[config.mk]
export PLATFORM = sky130hd
export DESIGN_NAME = hvf_pulse_timer
export DESIGN_NICKNAME = d
export VERILOG_FILES = /design/src/rtl/hvf_pkg.sv /design/src/rtl/hvf_pulse_timer.sv
export SDC_FILE = /design/constraint.sdc
export NUM_CORES = 1
export LEC_CHECK = 0
export BUFFER_PORTS_ARGS = -buffer_cell sky130_fd_sc_hd__buf_2
export CORE_ASPECT_RATIO = 1.2
export CORE_UTILIZATION = 55
export CTS_CLUSTER_SIZE = 8
export DETAILED_ROUTE_END_ITERATION = 12
export PLACE_DENSITY = 0.95
export SLEW_MARGIN = 20
export SYNTH_ARGS = -nofsm -noshare
export SYNTH_HDL_FRONTEND = slang
export SYNTH_SLANG_ARGS = --single-unit
export TNS_END_PERCENT = 5
[constraint.sdc]
create_clock -name clk -period 6.2 [get_ports clk]
set_clock_uncertainty 0.2 [all_clocks]
set_input_delay 0.31 -clock clk [delete_from_list [all_inputs] [get_ports clk]]
set_output_delay 0.31 -clock clk [all_outputs]
set_load 0.02 [all_outputs]
[src/rtl/hvf_pkg.sv]
package hvf_pkg;

    typedef enum logic [2:0] {
        M_NONE  = 3'd0,
        M_READ  = 3'd1,
        M_PROG  = 3'd2,
        M_ERASE = 3'd3,
        M_IDENT = 3'd4
    } mode_e;

    typedef enum logic [1:0] {
        PK_IDLE  = 2'd0,
        PK_PROG  = 2'd1,
        PK_ERASE = 2'd2
    } pulse_e;

endpackage

[src/rtl/hvf_pulse_timer.sv]
module hvf_pulse_timer
    import hvf_pkg::*;
#(
    parameter int ADDR_W    = 6,
    parameter int DATA_W    = 8,
    parameter int PROG_CYC  = 20,
    parameter int ERASE_CYC = 100
) (
    input  logic              clk,
    input  logic              rst_n,
    input  logic              ce_n,
    input  mode_e             mode,
    input  logic [ADDR_W-1:0] addr,
    input  logic [DATA_W-1:0] din,
    output logic              prog_go,
    output logic              erase_go,
    output logic [ADDR_W-1:0] wr_addr,
    output logic [DATA_W-1:0] wr_data,
    output logic              err
);

    localparam int MAX_CYC = (PROG_CYC > ERASE_CYC) ? PROG_CYC : ERASE_CYC;
    localparam int CNT_W   = $clog2(MAX_CYC + 1) + 1;
    localparam logic [CNT_W-1:0] PROG_LIM  = CNT_W'(PROG_CYC);
    localparam logic [CNT_W-1:0] ERASE_LIM = CNT_W'(ERASE_CYC);

    typedef struct packed {
        pulse_e            kind;
        logic [CNT_W-1:0]  cnt;
        logic              ce_prev;
        logic              err;
        logic [ADDR_W-1:0] addr;
        logic [DATA_W-1:0] data;
    } tmr_t;

    tmr_t tmr_d, tmr_q;
    logic held;
    logic wide_enough;

    always_comb begin
        tmr_d         = tmr_q;
        tmr_d.ce_prev = ce_n;
        prog_go       = 1'b0;
        erase_go      = 1'b0;
        held          = 1'b0;
        wide_enough   = 1'b0;

        case (tmr_q.kind)
            PK_IDLE: begin
                // Only a falling chip enable inside a write mode starts a pulse.
                if (!ce_n && tmr_q.ce_prev) begin
                    if (mode == M_PROG) begin
                        tmr_d.kind = PK_PROG;
                        tmr_d.cnt  = CNT_W'(1);
                        tmr_d.addr = addr;
                        tmr_d.data = din;
                    end else if (mode == M_ERASE) begin
                        tmr_d.kind = PK_ERASE;
                        tmr_d.cnt  = CNT_W'(1);
                    end
                end
            end
            default: begin
                held = !ce_n &&
                       (((tmr_q.kind == PK_PROG)  && (mode == M_PROG)) ||
                        ((tmr_q.kind == PK_ERASE) && (mode == M_ERASE)));
                wide_enough = (tmr_q.kind == PK_PROG) ? (tmr_q.cnt >= PROG_LIM)
                                                      : (tmr_q.cnt >= ERASE_LIM);
                if (held) begin
                    if (tmr_q.cnt != {CNT_W{1'b1}}) begin
                        tmr_d.cnt = tmr_q.cnt + CNT_W'(1);
                    end
                end else begin
                    if (!wide_enough) begin
                        tmr_d.err = 1'b1;
                    end else if (tmr_q.kind == PK_PROG) begin
                        prog_go = 1'b1;
                    end else begin
                        erase_go = 1'b1;
                    end
                    tmr_d.kind = PK_IDLE;
                    tmr_d.cnt  = '0;
                end
            end
        endcase
    end

    always_ff @(posedge clk or negedge rst_n) begin
        if (!rst_n) begin
            tmr_q         <= '0;
            tmr_q.kind    <= PK_IDLE;
            tmr_q.ce_prev <= 1'b1;
        end else begin
            tmr_q <= tmr_d;
        end
    end

    assign wr_addr = tmr_q.addr;
    assign wr_data = tmr_q.data;
    assign err     = tmr_q.err;

endmodule

# Word-level counts from Yosys, hierarchy flattened
# Index checks and enable logic that the tools add are counted.
[totals] regBits=26 in_bits=20 output_inout_bits=17
[op_classes] n_mux=16 reduce_logical=11 add_sub_neg=1 n_bitwise=3 n_lt_le_gt_ge=2 n_eq_ne=9
[op_table] cell="10-bit 2-to-1 mux" n=4
[op_table] cell="8-bit 2-to-1 mux" n=2
[op_table] cell="3-bit AND reduction" n=4
[op_table] cell="1-bit 2-to-1 mux" n=9
[op_table] cell="8-bit by 1-bit adder with 8-bit output (second input constant)" n=1
[op_table] cell="8-bit by 5-bit greater-or-equal comparator with 1-bit output (second input constant)" n=1
[op_table] cell="8-bit by 7-bit greater-or-equal comparator with 1-bit output (second input constant)" n=1
[op_table] cell="8-bit != test (second input constant)" n=1
[op_table] cell="3-bit by 2-bit == test with 1-bit output (second input constant)" n=2
[op_table] cell="1-bit logical AND" n=4
[op_table] cell="3-bit by 1-bit != test with 1-bit output (second input constant)" n=1
[op_table] cell="3-bit != test (second input constant)" n=1
[op_table] cell="1-bit inverter" n=3
[op_table] cell="2-bit by 1-bit == test with 1-bit output (second input constant)" n=1
[op_table] cell="2-bit == test (second input constant)" n=1
[op_table] cell="2-bit zero test" n=1
[op_table] cell="2-bit 2-to-1 mux" n=1
[op_table] cell="2-bit by 1-bit != test with 1-bit output (second input constant)" n=1
[op_table] cell="2-bit != test (second input constant)" n=1
[op_table] cell="1-bit zero test" n=1
[op_table] cell="1-bit logical OR" n=1

# Logic depth before layout (Yosys ltp)
# Gate-level depths: netlist of run 1.
[depth] word_depth=6 ltp_mapped=6

# Least setup slack after synthesis of run 1
# OpenSTA, ideal clock, no wires.
[synth_timing] path_kind="register to register" from="register tmr_q[15] (netlist name)" to="register tmr_q (netlist bit wr_addr[2])" setup_time_ns=0.125 slack_ns=4.083 arrival_time_ns=1.792 path_buffers=2 path_stages_with_launch=7 synth_period_minus_slack_ns=2.117 required_time_ns=5.875 cell_sequence="dfstp_2 nor4bb_1 and2_1 nor2b_1 buf_2 buf_2 mux2_2"
[synth_between] elab_chain_cells=2
[synth_rtl] element="from (decl)" line_no="hvf_pulse_timer.sv:36" rtl="tmr_t tmr_d, tmr_q;"
[synth_rtl] element="from (signal assigned)" line_no="hvf_pulse_timer.sv:94" rtl="tmr_q <= tmr_d;"
[synth_rtl] element="1-bit logical AND" line_no="hvf_pulse_timer.sv:51" rtl="if (!ce_n && tmr_q.ce_prev) begin"
[synth_rtl] element="3-bit AND reduction (no source line)"
# Every way passes these cells.
# A chain may end at the register's enable or synchronous reset.

# Worst setup path in the final report of run 1
[layout_timing] from="register tmr_q[25] (netlist name)" to="output port erase_go"
[layout_between] elab_chain_cells=6 elab_cells_between_ends=12 classes_between="eq/ne: 2; mux: 5; reduce/logical: 5"
[layout_rtl] element="2-bit by 1-bit == test with 1-bit output or 2-bit == test (tied branches)"
[layout_rtl] element="1-bit logical AND, on equally long branches" line_no="hvf_pulse_timer.sv:65, hvf_pulse_timer.sv:66"
[layout_rtl] element="1-bit logical OR" line_no="hvf_pulse_timer.sv:65" rtl="(((tmr_q.kind == PK_PROG) && (mode == M_PROG)) ||"
[layout_rtl] element="1-bit logical AND" line_no="hvf_pulse_timer.sv:64" rtl="held = !ce_n &&"
[layout_rtl] element="1-bit 2-to-1 mux" line_no="hvf_pulse_timer.sv:69" rtl="if (held) begin"
[layout_rtl] element="1-bit 2-to-1 mux *" line_no="hvf_pulse_timer.sv:48" rtl="case (tmr_q.kind)"
[layout_rtl] element="to (decl)" line_no="hvf_pulse_timer.sv:16" rtl="output logic erase_go,"
# Every way passes the cells marked *; elsewhere a longest branch is shown, timed or not.

==> results of run 1 <==
-- final timing paths --
kind | end | cells after the start | from | slack (ns)
min in group asynchronous | wr_data[6] | 2 | rst_n | 0.31
max in group asynchronous | tmr_q[15] | 2 | rst_n | 5.13
worst max-delay path | erase_go | 4 | tmr_q[25] | 3.29
worst max register to register | tmr_q[21] | 4 | tmr_q[25] | 3.61
worst min-delay path | wr_data[4] | 2 | din[4] | 0.02
worst min register to register | err | 1 | err | 0.32
-- layout make-up --
cell class	instances	area [um2]	area share [%]
inverter	4	15.0	0.928
clock buffer	3	22.5	1.39
tap	31	38.8	2.40
timing repair buffer	50	320	19.8
sequential	26	652	40.3
multi-input combinational	68	539	33.3
clock inverter	1	30.0	1.86
-- where the power goes --
| part | total [mW] | switching, mW | internal, mW | leakage, nW |
|---|---|---|---|---|
| combinational | 0.0987 | 0.0549 | 0.0438 | 0.379 |
| clock | 0.116 | 0.0505 | 0.0654 | 0.0279 |
| sequential | 0.208 | 0.0141 | 0.194 | 0.329 |
| total | 0.423 | 0.120 | 0.303 | 0.736 |
-- logic make-up (layout without fill, tap and decap cells) --
kind of cell               Yosys count  in the layout  synth area share [%]
DFF                                 26             26                  49.0
AOI/OAI and AO/OA                   23             23                  13.8
muxes                               14             14                  11.9
and+or+nand+nor                     29             29                  12.8
adders and majority gates            2              2                  1.88
buffers and inverters               21             58                  10.6
-- routing by layer --
metal	vias up	GRT usage, %	part of all wire, %
met5	-	0	0
met4	0	11.8	2.8
met3	9	4.22	6.7
met2	52	37.1	48
met1	492	30.6	42
li1	486	-	-
-- state kept, by name, summed over array words and instances, names as in the netlist --
register / flops
tmr_q: 11
wr_data: 8
wr_addr: 6
err: 1
-- cells in the mapped netlist, types with 2 or more instances --
library cell,n
nor2b_1,2
dfrtp_1,25
buf_2,2
inv_1,4
nor3_1,4
and3_1,2
nand4_1,2
a311oi_1,4
o21ai_0,3
nor3b_1,2
nor2_1,7
ha_1,2
a31oi_1,2
nand3_1,3
buf_4,14
a21oi_1,6
mux2_2,14
-- through the flow --
step,hold slack (ns),setup WS [ns],total power [mW]
6_report,0.0207,3.29,0.423
5_1_grt,0.0102,3.17,0.443
4_1_cts,0.0104,3.27,0.425
3_5_place_dp,0.132,3.43,0.302
3_3_place_gp,0.120,3.58,0.296
2_1_floorplan,-0.186,4.08,0.295
-- worst reg2reg max path, stage by stage (launching register included) --
cell and delay, ns:
dfrtp_1 0.49, or3b_4 0.44, a2111oi_4 0.78, nor2_1 0.30, a311oi_1 0.29
==> key figures, run 1 <==
Route
  • Initial drt markers: 30
  • TritonRoute pass-1 iters: 4
  • DRT antenna net count: 0
  • Vias per Instance: 5.68
  • DR vias: approximately 1000
  • Residual DRC: 0
  • Drt wl/cell: roughly 15 um
  • Detailed Route WL: 2.76 mm

Logic synthesis
  • Main flop type after synthesis: dfrtp_1
  • Mapped Nets: 137
  • Sequential-to-total area share from yosys stat: 49.0%
  • EDFF count, synth: 0
  • Mapped cell area: 0.00133 mm2
  • Synth warnings: 0
  • Yosys cell types: 34
  • Top-area cell type share of the netlist area: a little under half
  • Number of synthesized register bits: 26
  • Cell count after synthesis: between 100 and 150
  • Proportion of synthesized flip-flops having asynchronous set or reset: 100%
  • Top post-synthesis cells by area: dfrtp_1 47%, mux2_2 12%, buf_4 7.9%
  • Largest area contributor in the netlist: dfrtp_1
  • Mapped Avg Cell Area: about 12 um2

CTS
  • Number of gates resized after CTS: 0
  • Clk buf depth: 2
  • Clock H-tree levels: 1
  • Worst-path clk slew: about 0.14 ns
  • Cts bufs inserted: 3
  • Post-CTS Hold Buffers: 14
  • CTS sink cnt: 26
  • Clock Latency Late Sink: approximately 0.32 ns
  • CTS tree: yes
  • Clk root buf: clkbuf_4
  • Postcts setup bufs: 0

Timing
  • Hold violation total from the final report: 0
  • Slew Limit Headroom: a little over two fifths
  • Final setup fails: 0
  • RSZ-0062 raised after global routing: false
  • Highest clock rate: between 300 and 400 MHz
  • Fin Setup TNS: 0 ns
  • Worst-Margin Slew: 0.871 ns
  • Slew Limit Fails: 0
  • Crit path time final: between 2 and 3 ns
  • Final period util: about 47%

Global routing
  • Initial antenna violation count: 0
  • Gr usage total: 23.8%
  • Largest net degree at the start of global routing: 27
  • Grt total ovfl: 0
  • First-pass GRT wire length: between 4 and 5 mm
  • Vias in the first global route: between 1000 and 1500

Worst setup path
  • WP data arrival: around 2.4 ns
  • Startpoint types: register
  • CP bufs+invs: 1
  • CP peak stage delay: around 0.8 ns
  • Critical Path, Cell by Cell: or3b_4, a2111oi_4, nor3b_1, buf_2
  • Element type at the critical path end: output port
  • Crit-path leading delay family: compound AO/OA/AOI/OAI gates
  • CP Class: reg2out
  • Worst path slowest cell: a2111oi_4
  • Worst EP required: ~5.7 ns
  • Crit path max fanout: 16

Floorplanning
  • Num rows: 19
  • Die height: 55.9 um
  • I/O pin cnt: 37
  • Die Area: ~0.0026 mm2
  • Initial Util: 58.3%
  • Die X-Extent: 46.9 um
  • Core ar.: roughly 0.0023 mm2

Finish
  • Final nets: 175
  • Syn-to-layout area delta: 21.6%
  • Fin util: a little under three quarters
  • Layout cell share with drive strength beyond 1: between 40% and 50%
  • Design Area, Final: 0.00162 mm2
  • Commonest non-fill, non-tap cell in the layout: buf_2
  • Most frequent cells in the layout: 36 x buf_2, 25 x dfrtp_1, 14 x mux2_2, 14 x dlygate4sd3_1, 7 x nor2_1
  • Final cell count without fillers: about 180
  • # fillers: between 150 and 200
  • Diode count: 0

Worst hold path
  • Hold Path Class: in2reg

Place
  • Placed cell area: 0.00142 mm2
  • Port Buffers: 36
  • GPL Wtd Cong: about 0.9
  • HPWL Detailed: 1.78 mm
  • Placed Instances: 165

Run
  • Max Cap Viol: 0

Power
  • Worst VDD drop: 0.132 mV
  • Leakage power: ~0.74 nW
  • Cell Pwr Density: ~260 mW/mm2

Outcome
  • Status: finished clean
Note: power is estimated with default switching activity, not from simulation.
==> run 2: changes to the inputs <==
Settings changed: ABC_AREA from default to 1, CORE_UTILIZATION 55 to 47, PLACE_DENSITY 0.95 to 0.87.
Clock period 6.2 ns to 2.65 ns, I/O delays scaled along.
==> key figures, run 2 <==
Outcome
  • Status: finished clean

Power
  • Worst VDD drop: 0.348 mV (+160%)
  • Total power: 0.897 mW (+110%)
  • Clk pwr share: 22.5% (-4.9 points)
  • Switching Share: 32.1% (+3.8 points)
  • Internal Power: 0.609 mW (+100%)
  • Cell Pwr Density: 504 mW/mm2 (+93%)
  • Sequential power share: 52.9% (+3.7 points)
  • Psw: 0.288 mW (+140%)
  • Combinational share of power: 24.6% (+1.2 points)
  • Leakage power: 0.959 nW (+30%)

CTS
  • CTS tree: yes
  • Clk root buf: clkbuf_4
  • Clock Latency Late Sink: 0.32 ns (about the same)
  • Cts bufs inserted: 3 (unchanged)
  • Worst-path clk slew: 0.14 ns (about the same)
  • Clk buf depth: 2 (unchanged)
  • CTS sink cnt: 26 (unchanged)
  • Number of gates resized after CTS: 0 (unchanged)
  • Clock H-tree levels: 1 (unchanged)

Timing
  • Final setup margin: 0.724 ns (-2.57 ns)
  • RSZ-0062 raised after global routing: false
  • Slew Limit Fails: 0 (unchanged)
  • Final period util: 72.7%
  • Fin Setup TNS: 0 ns (unchanged)
  • Crit path time final: 1.93 ns
  • Worst-Margin Slew: 0.563 ns (-0.309 ns)
  • Slew Limit Headroom: 62.5% (+21 points)
  • Highest clock rate: a little over 500 MHz
  • Final setup fails: 0 (unchanged)
  • Hold violation total from the final report: 0 (unchanged)

Floorplanning
  • Die X-Extent: 53.4 um (+14%)
  • Initial Util: 49.2% (-9.1 points)
  • Num rows: 22 (+3)
  • Die height: 63.7 um (+14%)
  • Core ar.: 0.00303 mm2 (+33%)
  • I/O pin cnt: 37 (unchanged)
  • Die Area: 0.00340 mm2 (+30%)

Logic synthesis
  • Post-Synth Simple-Gate Area: 31.8% (+19 points)
  • Number of synthesized register bits: 26 (unchanged)
  • Synth warnings: 0 (unchanged)
  • Post-synthesis mux area share: 0% (-12 points)
  • Sequential-to-total area share from yosys stat: 43.7% (-5.3 points)
  • Most numerous cell in the Yosys netlist: nand2_1
  • Yosys cell types: 26 (-24%)
  • Proportion of synthesized flip-flops having asynchronous set or reset: 100% (unchanged)
  • Post-synth top cells: 60 x nand2_1, 25 x dfrtp_1, 20 x inv_1, 18 x o21ai_0, 15 x buf_4
  • Synth Area in Compound Gates: 7.47% (-6.4 points)
  • Top-area cell type share of the netlist area: 42.0% (-5.1 points)
  • Mapped Avg Cell Area: 7.88 um2 (-32%)
  • Post-Synth XOR/XNOR Area: 0.588% (+0.59 points)
  • Largest area contributor in the netlist: dfrtp_1
  • EDFF count, synth: 0 (unchanged)
  • Mapped cell area: 0.00149 mm2 (+12%)
  • Largest family of logic cells by synthesized area: simple AND/OR/NAND/NOR gates
  • Top post-synthesis cells by area: dfrtp_1 42%, nand2_1 15%, buf_4 7.6%
  • Synth Area in Adders: 1.68% (-0.20 points)
  • Cell count after synthesis: 189 (+64%)
  • Mapped Nets: 211 (+54%)
  • Main flop type after synthesis: dfrtp_1

Route
  • DRT antenna net count: 0 (unchanged)
  • Initial drt markers: 58 (+93%)
  • DR vias: 1362 (+31%)
  • Residual DRC: 0 (unchanged)
  • Drt wl/cell: 12.7 um (-16%)
  • Detailed Route WL: 3.33 mm (+21%)
  • Vias per Instance: 5.18 (-8.8%)
  • TritonRoute pass-1 iters: 4 (unchanged)

Finish
  • Syn-to-layout area delta: 19.6%
  • Sequential Area: 652 um2 (unchanged)
  • Final nets: 250 (+43%)
  • # fillers: 261 (+62%)
  • Register with the most flip-flops: tmr_q
  • Diode count: 0 (unchanged)
  • Commonest non-fill, non-tap cell in the layout: nand2_1
  • Number of flip-flops in the largest register: 11 (unchanged)
  • Area of the multi-input gates: 619 um2 (+15%)
  • Layout cell share with drive strength beyond 1: 23.3% (-17 points)
  • Most frequent cells in the layout: 60 x nand2_1, 36 x buf_2, 25 x dfrtp_1

Worst setup path
  • CP Class: in2out
  • Critical path depth in cells: 9 (+5)
  • Crit path max fanout: 7 (-9)
  • Element type at the critical path end: output port
  • R2r endpoint: wr_addr[3]
  • Worst EP required: 2.32 ns (-3.37 ns)
  • Crit-path leading delay family: buffers and inverters
  • Critical Path, Cell by Cell: dlygate4sd3_1, buf_2, inv_1, nand2_1, nor2_4, nand3_4, inv_1, nor2_1, buf_2
  • Flop2flop setup slack: 0.89 ns (-2.72 ns)
  • Startpoint types: input pin
  • Worst path slowest cell: dlygate4sd3_1
  • CP bufs+invs: 5 (+4)
  • CP peak stage delay: 0.53 ns (-0.25 ns)
  • Reg2reg start: tmr_q[24]
  • Reg2reg path depth: 5 (+1)
  • WP data arrival: 1.59 ns (-0.81 ns)

Place
  • Port Buffers: 36 (unchanged)
  • HPWL Detailed: 2.05 mm (+15%)
  • GPL Wtd Cong: 0.885 (-1.9%)
  • Pre-CTS WS: 0.957 ns (-2.48 ns)

Global routing
  • Largest net degree at the start of global routing: 27 (unchanged)
  • Vias in the first global route: 1301 (+28%)
  • Initial antenna violation count: 0 (unchanged)
  • Grt total ovfl: 0 (unchanged)
  • First-pass GRT wire length: 5.53 mm (+24%)
  • Gr usage total: 22.2% (-1.6 points)

Run
  • Max Cap Viol: 0 (unchanged)

Worst hold path
  • Hold Path Class: in2reg
  • Hold Startpoint: mode[1]
  • Hold Path Depth: 5 (+3)
  • Hold EP: tmr_q[24]
## run 2: logic make-up (layout without fill, tap and decap cells)
kind of cell	after synthesis	count (layout)
buffers and inverters	40	78
and+or+nand+nor	99	99
DFF	26	26
adders and majority gates	2	2
AOI/OAI and AO/OA	21	21
xor gates and xnor gates	1	1
## run 2: metal layers
layer / part of all wire (%) / vias to the layer above / global-route usage [%] / wire length (um)
met5: 0 / - / 0 / 0
met4: 2.3 / 0 / 9.54 / 76
met3: 3.7 / 10 / 1.93 / 124
met2: 56 / 52 / 40.2 / 1860
met1: 38 / 637 / 25.1 / 1270
li1: - / 663 / - / -
## run 2: how the worst max path moves through the flow
stage | from | endpoint | slack, ns
final | mode[2] | prog_go | 0.72
after global routing | tmr_q[25] | erase_go | 0.59
after CTS | tmr_q[25] | prog_go | 0.72
after detailed placement | tmr_q[25] | wr_data[5] | 0.96
after global placement | tmr_q[25] | wr_data[3] | 1.02
after floorplan | tmr_q[25] | erase_go | 1.07
## run 2: area by class of cell
class,instances,share of cell area [%]
timing repair buffer,53,19.7
tap,36,2.53
multi-input combinational,123,34.8
inverter,21,4.42
clock buffer,4,2.04
sequential,26,36.6
## run 2: per-stage QoR
step / cell area, um2 / util, % / cells / hold WS [ns]
global route: 1780 / 58.8 / 263 / 0.0258
detailed placement: 1580 / 52.0 / 242 / -0.0428
floorplan: 1490 / - / 189 / -0.363
CTS: 1780 / 58.8 / 263 / 0.00484
finish: 1780 / 58.8 / 263 / 0.000778
global placement: 1580 / 52.0 / 242 / -0.0409
## run 2: worst min-delay path, cell delays in order
cell and delay [ns]:
buf_2 0.10, nand2_1 0.09, nor2_4 0.06, o2111ai_1 0.08, inv_1 0.04
## run 2: timing repair
action,4_1_cts,5_1_grt
buffers inserted,0,0
hold buffers,17,0
endpoints found under the hold margin,42,0
## run 2: power by group through the flow
| stage | sequential [mW] | clock [mW] | combinational (mW) |
|---|---|---|---|
| 5_1_grt | 0.480 | 0.217 | 0.240 |
| 2_1_floorplan | 0.473 | 0 | 0.183 |
| 3_5_place_dp | 0.480 | 0 | 0.196 |
| 3_3_place_gp | 0.479 | 0 | 0.189 |
| 6_report | 0.475 | 0.202 | 0.220 |
| 4_1_cts | 0.472 | 0.201 | 0.215 |
